### config.mk
export PLATFORM = sky130hd
export DESIGN_NAME = pout_port
export DESIGN_NICKNAME = d
export VERILOG_FILES = /design/src/rtl/pout_pkg.sv /design/src/rtl/pout_decode.sv /design/src/rtl/pout_update.sv /design/src/rtl/pout_rdmux.sv /design/src/rtl/pout_port.sv
export SDC_FILE = /design/constraint.sdc
export NUM_CORES = 1
export LEC_CHECK = 0
export ABC_AREA = 1
export CAP_MARGIN = 25
export CORE_MARGIN = 2
export CORE_UTILIZATION = 45
export DETAILED_ROUTE_END_ITERATION = 6
export PLACE_DENSITY_LB_ADDON = 0.15
export RECOVER_POWER = 50
export SYNTH_ARGS = -nofsm -noshare
export SYNTH_HDL_FRONTEND = slang
export SYNTH_SLANG_ARGS = --single-unit
### constraint.sdc
create_clock -name clk -period 1 [get_ports clk]
set_input_delay 0.15 -clock clk [delete_from_list [all_inputs] [get_ports clk]]
set_output_delay 0.15 -clock clk [all_outputs]
set_load 0.01 [all_outputs]
### src/rtl/pout_pkg.sv
package pout_pkg;

    localparam int NUM_REGS = 4;

    // Word index of each register; the decoder and the update logic both rely on it.
    typedef enum int {
        IDX_DATA = 0,
        IDX_SET  = 1,
        IDX_CLR  = 2,
        IDX_TGL  = 3
    } reg_idx_e;

endpackage

### src/rtl/pout_decode.sv
module pout_decode #(
    parameter int ADDR_W = 6
) (
    input  logic                          clk,
    input  logic                          rst_n,
    input  logic [ADDR_W-1:0]             addr,
    output logic [pout_pkg::NUM_REGS-1:0] hit
);
    import pout_pkg::*;

    localparam int IDX_W = ADDR_W - 2;

    logic             aligned;
    logic [IDX_W-1:0] word_idx;

    assign aligned  = (addr[1:0] == 2'b00);
    assign word_idx = addr[ADDR_W-1:2];

    for (genvar i = 0; i < NUM_REGS; i++) begin : g_hit
        assign hit[i] = aligned && (word_idx == IDX_W'(i));
    end

    // at most one register selected, none for misaligned addresses
    p_onehot_sel_r8: assert property (@(posedge clk) disable iff (!rst_n)
        $onehot0(hit));
    p_misaligned_none_r8: assert property (@(posedge clk) disable iff (!rst_n)
        (addr[1:0] != 2'b00) |-> (hit == '0));

endmodule

### src/rtl/pout_update.sv
module pout_update #(
    parameter int DATA_W = 32
) (
    input  logic                          wr,
    input  logic [pout_pkg::NUM_REGS-1:0] hit,
    input  logic [DATA_W-1:0]             wdata,
    input  logic [DATA_W-1:0]             cur,
    output logic [DATA_W-1:0]             nxt
);
    import pout_pkg::*;

    always_comb begin
        nxt = cur;
        if (wr) begin
            if (hit[IDX_DATA]) begin
                nxt = wdata;
            end else if (hit[IDX_SET]) begin
                nxt = cur | wdata;
            end else if (hit[IDX_CLR]) begin
                nxt = cur & ~wdata;
            end else if (hit[IDX_TGL]) begin
                nxt = cur ^ wdata;
            end
        end
    end

endmodule

### src/rtl/pout_rdmux.sv
module pout_rdmux #(
    parameter int DATA_W = 32
) (
    input  logic                          clk,
    input  logic                          rst_n,
    input  logic                          rd,
    input  logic [pout_pkg::NUM_REGS-1:0] hit,
    input  logic [DATA_W-1:0]             dout,
    output logic [DATA_W-1:0]             rdata
);
    import pout_pkg::*;

    logic alias_hit;

    assign alias_hit = hit[IDX_SET] | hit[IDX_CLR] | hit[IDX_TGL];

    always_comb begin
        rdata = '0;
        if (rd && hit[IDX_DATA]) begin
            rdata = dout;
        end
    end

    // alias offsets read as zero
    p_alias_reads_zero_r6: assert property (@(posedge clk) disable iff (!rst_n)
        (rd && alias_hit) |-> (rdata == '0));
    // idle read bus is zero
    p_idle_rdata_zero_r9: assert property (@(posedge clk) disable iff (!rst_n)
        !rd |-> (rdata == '0));

endmodule

### src/rtl/pout_port.sv
module pout_port #(
    parameter int ADDR_W = 6,
    parameter int DATA_W = 32
) (
    input  logic              clk,
    input  logic              rst_n,
    input  logic [ADDR_W-1:0] bus_addr,
    input  logic              bus_wr,
    input  logic [DATA_W-1:0] bus_wdata,
    input  logic              bus_rd,
    output logic [DATA_W-1:0] bus_rdata,
    output logic [DATA_W-1:0] pin_out
);
    import pout_pkg::*;

    typedef struct packed {
        logic [DATA_W-1:0] dout;
    } state_t;

    state_t            st_d, st_q;
    logic [NUM_REGS-1:0] hit;
    logic [DATA_W-1:0] upd_nxt;

    pout_decode #(.ADDR_W(ADDR_W)) u_decode (
        .clk   (clk),
        .rst_n (rst_n),
        .addr  (bus_addr),
        .hit   (hit)
    );

    pout_update #(.DATA_W(DATA_W)) u_update (
        .wr    (bus_wr),
        .hit   (hit),
        .wdata (bus_wdata),
        .cur   (st_q.dout),
        .nxt   (upd_nxt)
    );

    pout_rdmux #(.DATA_W(DATA_W)) u_rdmux (
        .clk   (clk),
        .rst_n (rst_n),
        .rd    (bus_rd),
        .hit   (hit),
        .dout  (st_q.dout),
        .rdata (bus_rdata)
    );

    always_comb begin
        st_d      = st_q;
        st_d.dout = upd_nxt;
    end

    always_ff @(posedge clk or negedge rst_n) begin
        if (!rst_n) begin
            st_q <= '0;
        end else begin
            st_q <= st_d;
        end
    end

    assign pin_out = st_q.dout;

    // word is zero on the first edge after reset release
    p_reset_zero_r1: assert property (@(posedge clk) disable iff (!rst_n)
        $rose(rst_n) |-> (pin_out == '0));
    // full write loads the word
    p_full_write_r2: assert property (@(posedge clk) disable iff (!rst_n)
        (bus_wr && hit[IDX_DATA]) |=> (pin_out == $past(bus_wdata)));
    // set alias
    p_set_bits_r3: assert property (@(posedge clk) disable iff (!rst_n)
        (bus_wr && hit[IDX_SET]) |=> (pin_out == ($past(pin_out) | $past(bus_wdata))));
    // clear alias
    p_clear_bits_r4: assert property (@(posedge clk) disable iff (!rst_n)
        (bus_wr && hit[IDX_CLR]) |=> (pin_out == ($past(pin_out) & ~$past(bus_wdata))));
    // toggle alias
    p_toggle_bits_r5: assert property (@(posedge clk) disable iff (!rst_n)
        (bus_wr && hit[IDX_TGL]) |=> (pin_out == ($past(pin_out) ^ $past(bus_wdata))));
    // no write, or write to unmapped offset, keeps the word
    p_hold_unmapped_r8: assert property (@(posedge clk) disable iff (!rst_n)
        (!bus_wr || (hit == '0)) |=> $stable(pin_out));
    // data read returns the pin word
    p_data_read_r7: assert property (@(posedge clk) disable iff (!rst_n)
        (bus_rd && hit[IDX_DATA]) |-> (bus_rdata == pin_out));

endmodule

==> impl_results.md, run 1 <==
- Root buffer cell: clkbuf_8
- ANT cells: 0
- Clk buf depth: 2
- Top area cells in the synthesized netlist: dfrtp_1, ha_1, nand2_1
- Max-slew headroom: between 60% and 70%
- Power Dens Cells: 1420 nW/µm²
- Routed wire length: 15300 µm
- Ys async rst share: 100%
- Reg clk slew, reported paths: 80 ps
- CP Launch Type: input pin
- Main synth FF type: dfrtp_1
- Routed WL per cell: 16.1 µm
- DRC Markers: 0
- Max FFs per register: 32
- Placer Congestion: between 0.8 and 0.9
- Placed cell count: 909
- Final setup fails: 95
- Worst Hold Class: input pin to flip-flop
- Synth Warn #: 0
- Sink Count: 32
- Synth top cells by count: nand2_1, inv_1, nor2_1
- Core outline area: 8680 µm²
- Number of global-route vias before repair: 4729
- I/O Pins: 106
- CP required: 850 ps
- Status: complete, but fails checks
- Die height: 98.5 µm
- Power Total: 10.1 mW
- PortBufs: 105
- Iteration count of the initial detailed-routing pass: 6
- Worst-Margin Slew: 554 ps
- Synth top area share: 19.9%
- MaxCap Viol Count: 0
- DR iter-0 viols: 227
- Top-count cell post-synth: nand2_1
- Kind of critical path: input pin to primary output
- Slowest-stage cell, CP: nand4_1
- Cts bufs inserted: 5
- Min Tclk post-route: 1460 ps
- Cell count after synthesis: 659
- Peak per-stage delay on the critical path: ~230 ps
- CP bufs+invs: 5
- Leakage: 3.68 nW
- Seq/Total Area, Yosys: 19.9%
- Place WS: -1190 ps
- Crit path cell chain: buf_6, inv_4, nand2_4, nor2_4, nand4_1, buf_6, buf_12, nor2_4, buf_6
- CP arrival: ~1300 ps
- Yosys reg bits: 32
- Largest net degree at the start of global routing: 47
- Initial Util: 46.3%
- Period Utilization, post-route: 146%
- Post-synth cell types: 14
- Setup ws final: -455 ps
- Overall routing resource usage: between 20% and 30%
- Post-Layout Cell Count: around 950
- Syn nets: 765
- Average size of a mapped cell: between 6 and 7 µm²
- Maximum VDD drop: 0.800 mV
- Crit path top cell by count: buf_6
- Max-slew violation count: 0
- Filler cells: between 500 and 600
- Total gr overflow: 0
- Worst Skew: 0 ps
- Mapped Area: 4020 µm²
- CP endpoint kind: primary output
- Cell taking the most area after synthesis: dfrtp_1
- CP top delay family: buffers and inverters
- Crit path max fanout: 8
- Post-synth EDFFs: 0
- Setup TNS: -23420 ps
- Vias per std cell: 5.27
- Final HPWL DP: 8600 µm
- Share of layout cells above drive strength 1: 43.3%
- Hold Vio Cnt, Final: 0
- Row count: 34
- Final nets: around 950
- Initial antenna violation count: 0
- First-pass GRT wire length: between 20000 and 25000 µm
- H-tree levels: 2
- Die Width: 98.5 µm
- Later-pin clock latency in the skew report: 290 ps
- CTS tree: done
- RSZ-0062 raised after global routing: yes
- Vias post-DR: between 4000 and 5000
- Failing checks: negative setup slack
- Detail Route Antenna Nets: 0
- Die Footprint: between 9000 and 10000 µm²
- Fmax: 687 MHz
- P&R area growth vs syn: 78.3%
-- layer usage --
metal | part of all wire, % | GRT usage [%]
met1 | 38 | 33.8
met2 | 52 | 49.2
met3 | 6.4 | 4.18
met4 | 3.2 | 7.90
met5 | 0 | 0
-- worst min-delay path, cell delays in order --
cell	delay, ps
dlymetal6s2s_1	130
nor2_1	60
nor2_1	80
nand2_1	60
nand2_1	50
-- kinds of logic (layout without fill, tap and decap cells) --
family	Yosys count	count (layout)	share of synthesized area, %
AO/OA/AOI/OAI	32	32	5.98
adder cells (fa/ha/maj)	64	64	19.9
buffers and inverters	201	381	19.2
flip-flops	32	32	19.9
AND/OR/NAND/NOR	330	330	34.9
-- area by class of cell --
type	instances	area [µm²]	share of cell area [%]
clock inverter	1	5.00	0.0699
multi-input combinational	426	3290	45.9
timing repair buffer	210	2190	30.6
inverter	164	668	9.33
sequential	32	801	11.2
tap	108	135	1.89
clock buffer	6	72.6	1.01
-- power breakdown --
group | internal (mW) | leakage, nW | switching, mW
sequential | 1.68 | 0.406 | 0.374
clock | 0.475 | 0.0410 | 0.565
combinational | 3.68 | 3.23 | 3.37
total | 5.83 | 3.68 | 4.30
-- final timing paths --
| check | startpoint | endpoint | slack (ps) | depth (start not counted) |
|---|---|---|---|---|
| worst max-delay path | bus_addr[1] | bus_rdata[6] | -460 | 9 |
| worst min-delay path | bus_wdata[26] | pin_out[26] | 260 | 5 |
| worst max register to register | pin_out[9] | pin_out[9] | -320 | 10 |
| worst min register to register | pin_out[19] | pin_out[19] | 620 | 3 |
| max in group asynchronous | rst_n | pin_out[10] | 130 | 3 |
| min in group asynchronous | rst_n | pin_out[29] | 480 | 3 |
-- placed cells by master (no fill, tap or decap), types with 2 or more instances in the layout --
cell type,instances
o211ai_1,32
clkdlybuf4s50_1,28
nand2_2,8
clkbuf_8,5
buf_6,114
buf_2,21
nor2_4,23
buf_8,5
inv_4,11
nand4_1,34
nand2_1,152
clkbuf_2,2
inv_6,5
nor2_2,8
nand3_1,28
ha_2,4
inv_2,67
ha_1,11
ha_4,49
dlymetal6s2s_1,5
buf_4,23
nor2_1,69
dfrtp_1,32
buf_12,7
nand3_2,7
inv_1,81
-- timing repair --
| action | CTS | global route |
|---|---|---|
| hold buffers | 1 | 0 |
| resized for setup | 481 | 149 |
| buffers inserted | 21 | 14 |
| endpoints found under the hold margin | 32 | 0 |
| setup endpoints to repair | 96 | 96 |
| pin swaps | 41 | 63 |
| cloned | 2 | 1 |
-- per-stage QoR --
step / util (%) / hold WS [ps] / instance area [µm²]
2_1_floorplan: - / -146 / 4210
3_3_place_gp: 67.3 / 134 / 5840
3_5_place_dp: 67.3 / 131 / 5840
4_1_cts: 75.3 / 362 / 6530
5_1_grt: 82.5 / 301 / 7160
6_report: 82.5 / 259 / 7160
(Power assumes the default switching activity.)
==> inputs of run 2 (changes only) <==
--- a/config.mk
+++ b/config.mk
@@ -7,11 +7,13 @@
 export LEC_CHECK = 0
 export ABC_AREA = 1
 export CAP_MARGIN = 25
+export CELL_PAD_IN_SITES_DETAIL_PLACEMENT = 1
+export CELL_PAD_IN_SITES_GLOBAL_PLACEMENT = 2
 export CORE_MARGIN = 2
-export CORE_UTILIZATION = 45
+export CORE_UTILIZATION = 23
 export DETAILED_ROUTE_END_ITERATION = 6
 export PLACE_DENSITY_LB_ADDON = 0.15
-export RECOVER_POWER = 50
+export RECOVER_POWER = 25
 export SYNTH_ARGS = -nofsm -noshare
 export SYNTH_HDL_FRONTEND = slang
 export SYNTH_SLANG_ARGS = --single-unit
==> impl_results.md, run 2 (synthesis results as in run 1) <==
- Status: complete, but fails checks
- Failing checks: negative setup slack
- Leakage: roughly 3.7 nW
- Share of layout cells above drive strength 1: about 33%
- Most frequent cells in the layout: nand2_1, inv_1, buf_6, nor2_1, ha_1
- MaxCap Viol Count: 0
- Iteration count of the initial detailed-routing pass: 4
- CP endpoint kind: primary output
- Overall routing resource usage: 18.4%
- CP required: 850 ps
- Cts bufs inserted: 5
- Final HPWL DP: 10600 µm
- DR iter-0 viols: around 170
- Filler cells: 2141
- Multi-input logic area: between 2000 and 3000 µm²
- Die Width: 136 µm
- Max-slew headroom: 63.3%
- P&R area growth vs syn: 69.1%
- CP Launch Type: input pin
- PortBufs: between 100 and 150
- Routed wire length: 16200 µm
- RSZ-0062 raised after global routing: yes
- Power Dens Cells: 1480 nW/µm²
- Max-slew violation count: 0
- Final nets: 940
- I/O Pins: 106
- H-tree levels: 2
- Vias per std cell: 4.43
- Worst Skew: 0 ps
- Die Footprint: 18500 µm²
- Detail Route Antenna Nets: 0
- Root buffer cell: clkbuf_16
- Maximum VDD drop: around 0.62 mV
- Total gr overflow: 0
- Crit path max fanout: 5
- Core outline area: 17200 µm²
- Setup TNS: -18130 ps
- FF+latch area: roughly 800 µm²
- Die height: 136 µm
- Kind of critical path: input pin to primary output
- Routed WL per cell: ~15 µm
- Worst Hold Class: input pin to asynchronous set/reset pin
- Period Utilization, post-route: 132%
- Placer Congestion: 0.706
- CP arrival: 1170 ps
- Later-pin clock latency in the skew report: 290 ps
- Number of global-route vias before repair: 5062
- Largest net degree at the start of global routing: 65
- Setup ws final: -318 ps
- Fmax: 759 MHz
- DRC Markers: 0
- Min Tclk post-route: around 1300 ps
- Worst-Margin Slew: 550 ps
- Sink Count: 32
- Hold Slack: approximately 480 ps
- Hold Vio Cnt, Final: 0
- Initial antenna violation count: 1
- Row count: 48
- Reg clk slew, reported paths: 60 ps
- Leading cell type in the layout, fill and taps excluded: nand2_1
- Place WS: -1160 ps
- Vias post-DR: 4703
- Clk buf depth: 2
- Initial Util: 23.4%
- CTS tree: done
- Max FFs per register: 32
- First-pass GRT wire length: 26500 µm
- Final setup fails: 95
- Worst r2r path cells: 9
run 2: worst paths after layout:
check	slack, ps	to	startpoint
setup / recovery	-320	bus_rdata[23]	bus_addr[0]
hold / removal	480	pin_out[27]	rst_n
setup reg to reg	-310	pin_out[12]	pin_out[12]
hold reg to reg	600	pin_out[19]	pin_out[19]
max in group asynchronous	150	pin_out[8]	rst_n
min in group clk	480	pin_out[7]	bus_addr[4]
run 2: layer usage:
layer  GRT usage [%]  part of all wire (%)  wire length (µm)
met4            4.51                   1.4               233
met3            3.43                   3.6               579
met1            22.7                    45              7270
met2            32.7                    50              8120
met5               0                     0                 0
run 2: worst max-delay path, stage by stage:
cell and delay, ps:
buf_6 100, inv_4 50, nand2_4 40, nor2_4 80, nand4_1 90, buf_6 170, buf_12 150, buf_8 130
nor2_1 70, buf_2 130
run 2: final cells by class:
class                      instances  share of cell area (%)
antenna                            1                  0.0369
clock buffer                       8                    2.16
inverter                         164                    9.54
multi-input combinational        426                    41.3
sequential                        32                    11.8
tap                              225                    4.15
timing repair buffer             205                    31.0
run 2: stage by stage:
step,utilization [%],instance area (µm²),cells,power [mW]
after CTS,38.1,6550,1050,9.81
after global placement,34.9,5990,1024,6.85
after floorplan,-,4210,659,4.36
after detailed placement,34.9,5990,1024,7.06
final,39.5,6790,1061,10.0
after global routing,39.5,6790,1060,10.9
run 2: timing repair:
item | in CTS | in global routing
pin swaps | 7 | 19
setup buffers | 25 | 13
endpoints found under the hold margin | 32 | 0
endpoints found under the setup margin | 96 | 96
hold buffers | 1 | 0
resized for setup | 388 | 80
cloned | 2 | 0
run 2: power breakdown:
| group | internal (mW) | switching [mW] | total, mW | leakage, nW |
|---|---|---|---|---|
| registers | 1.68 | 0.318 | 2.00 | 0.406 |
| clock network | 0.997 | 0.680 | 1.68 | 0.0712 |
| logic | 3.39 | 2.95 | 6.34 | 3.19 |
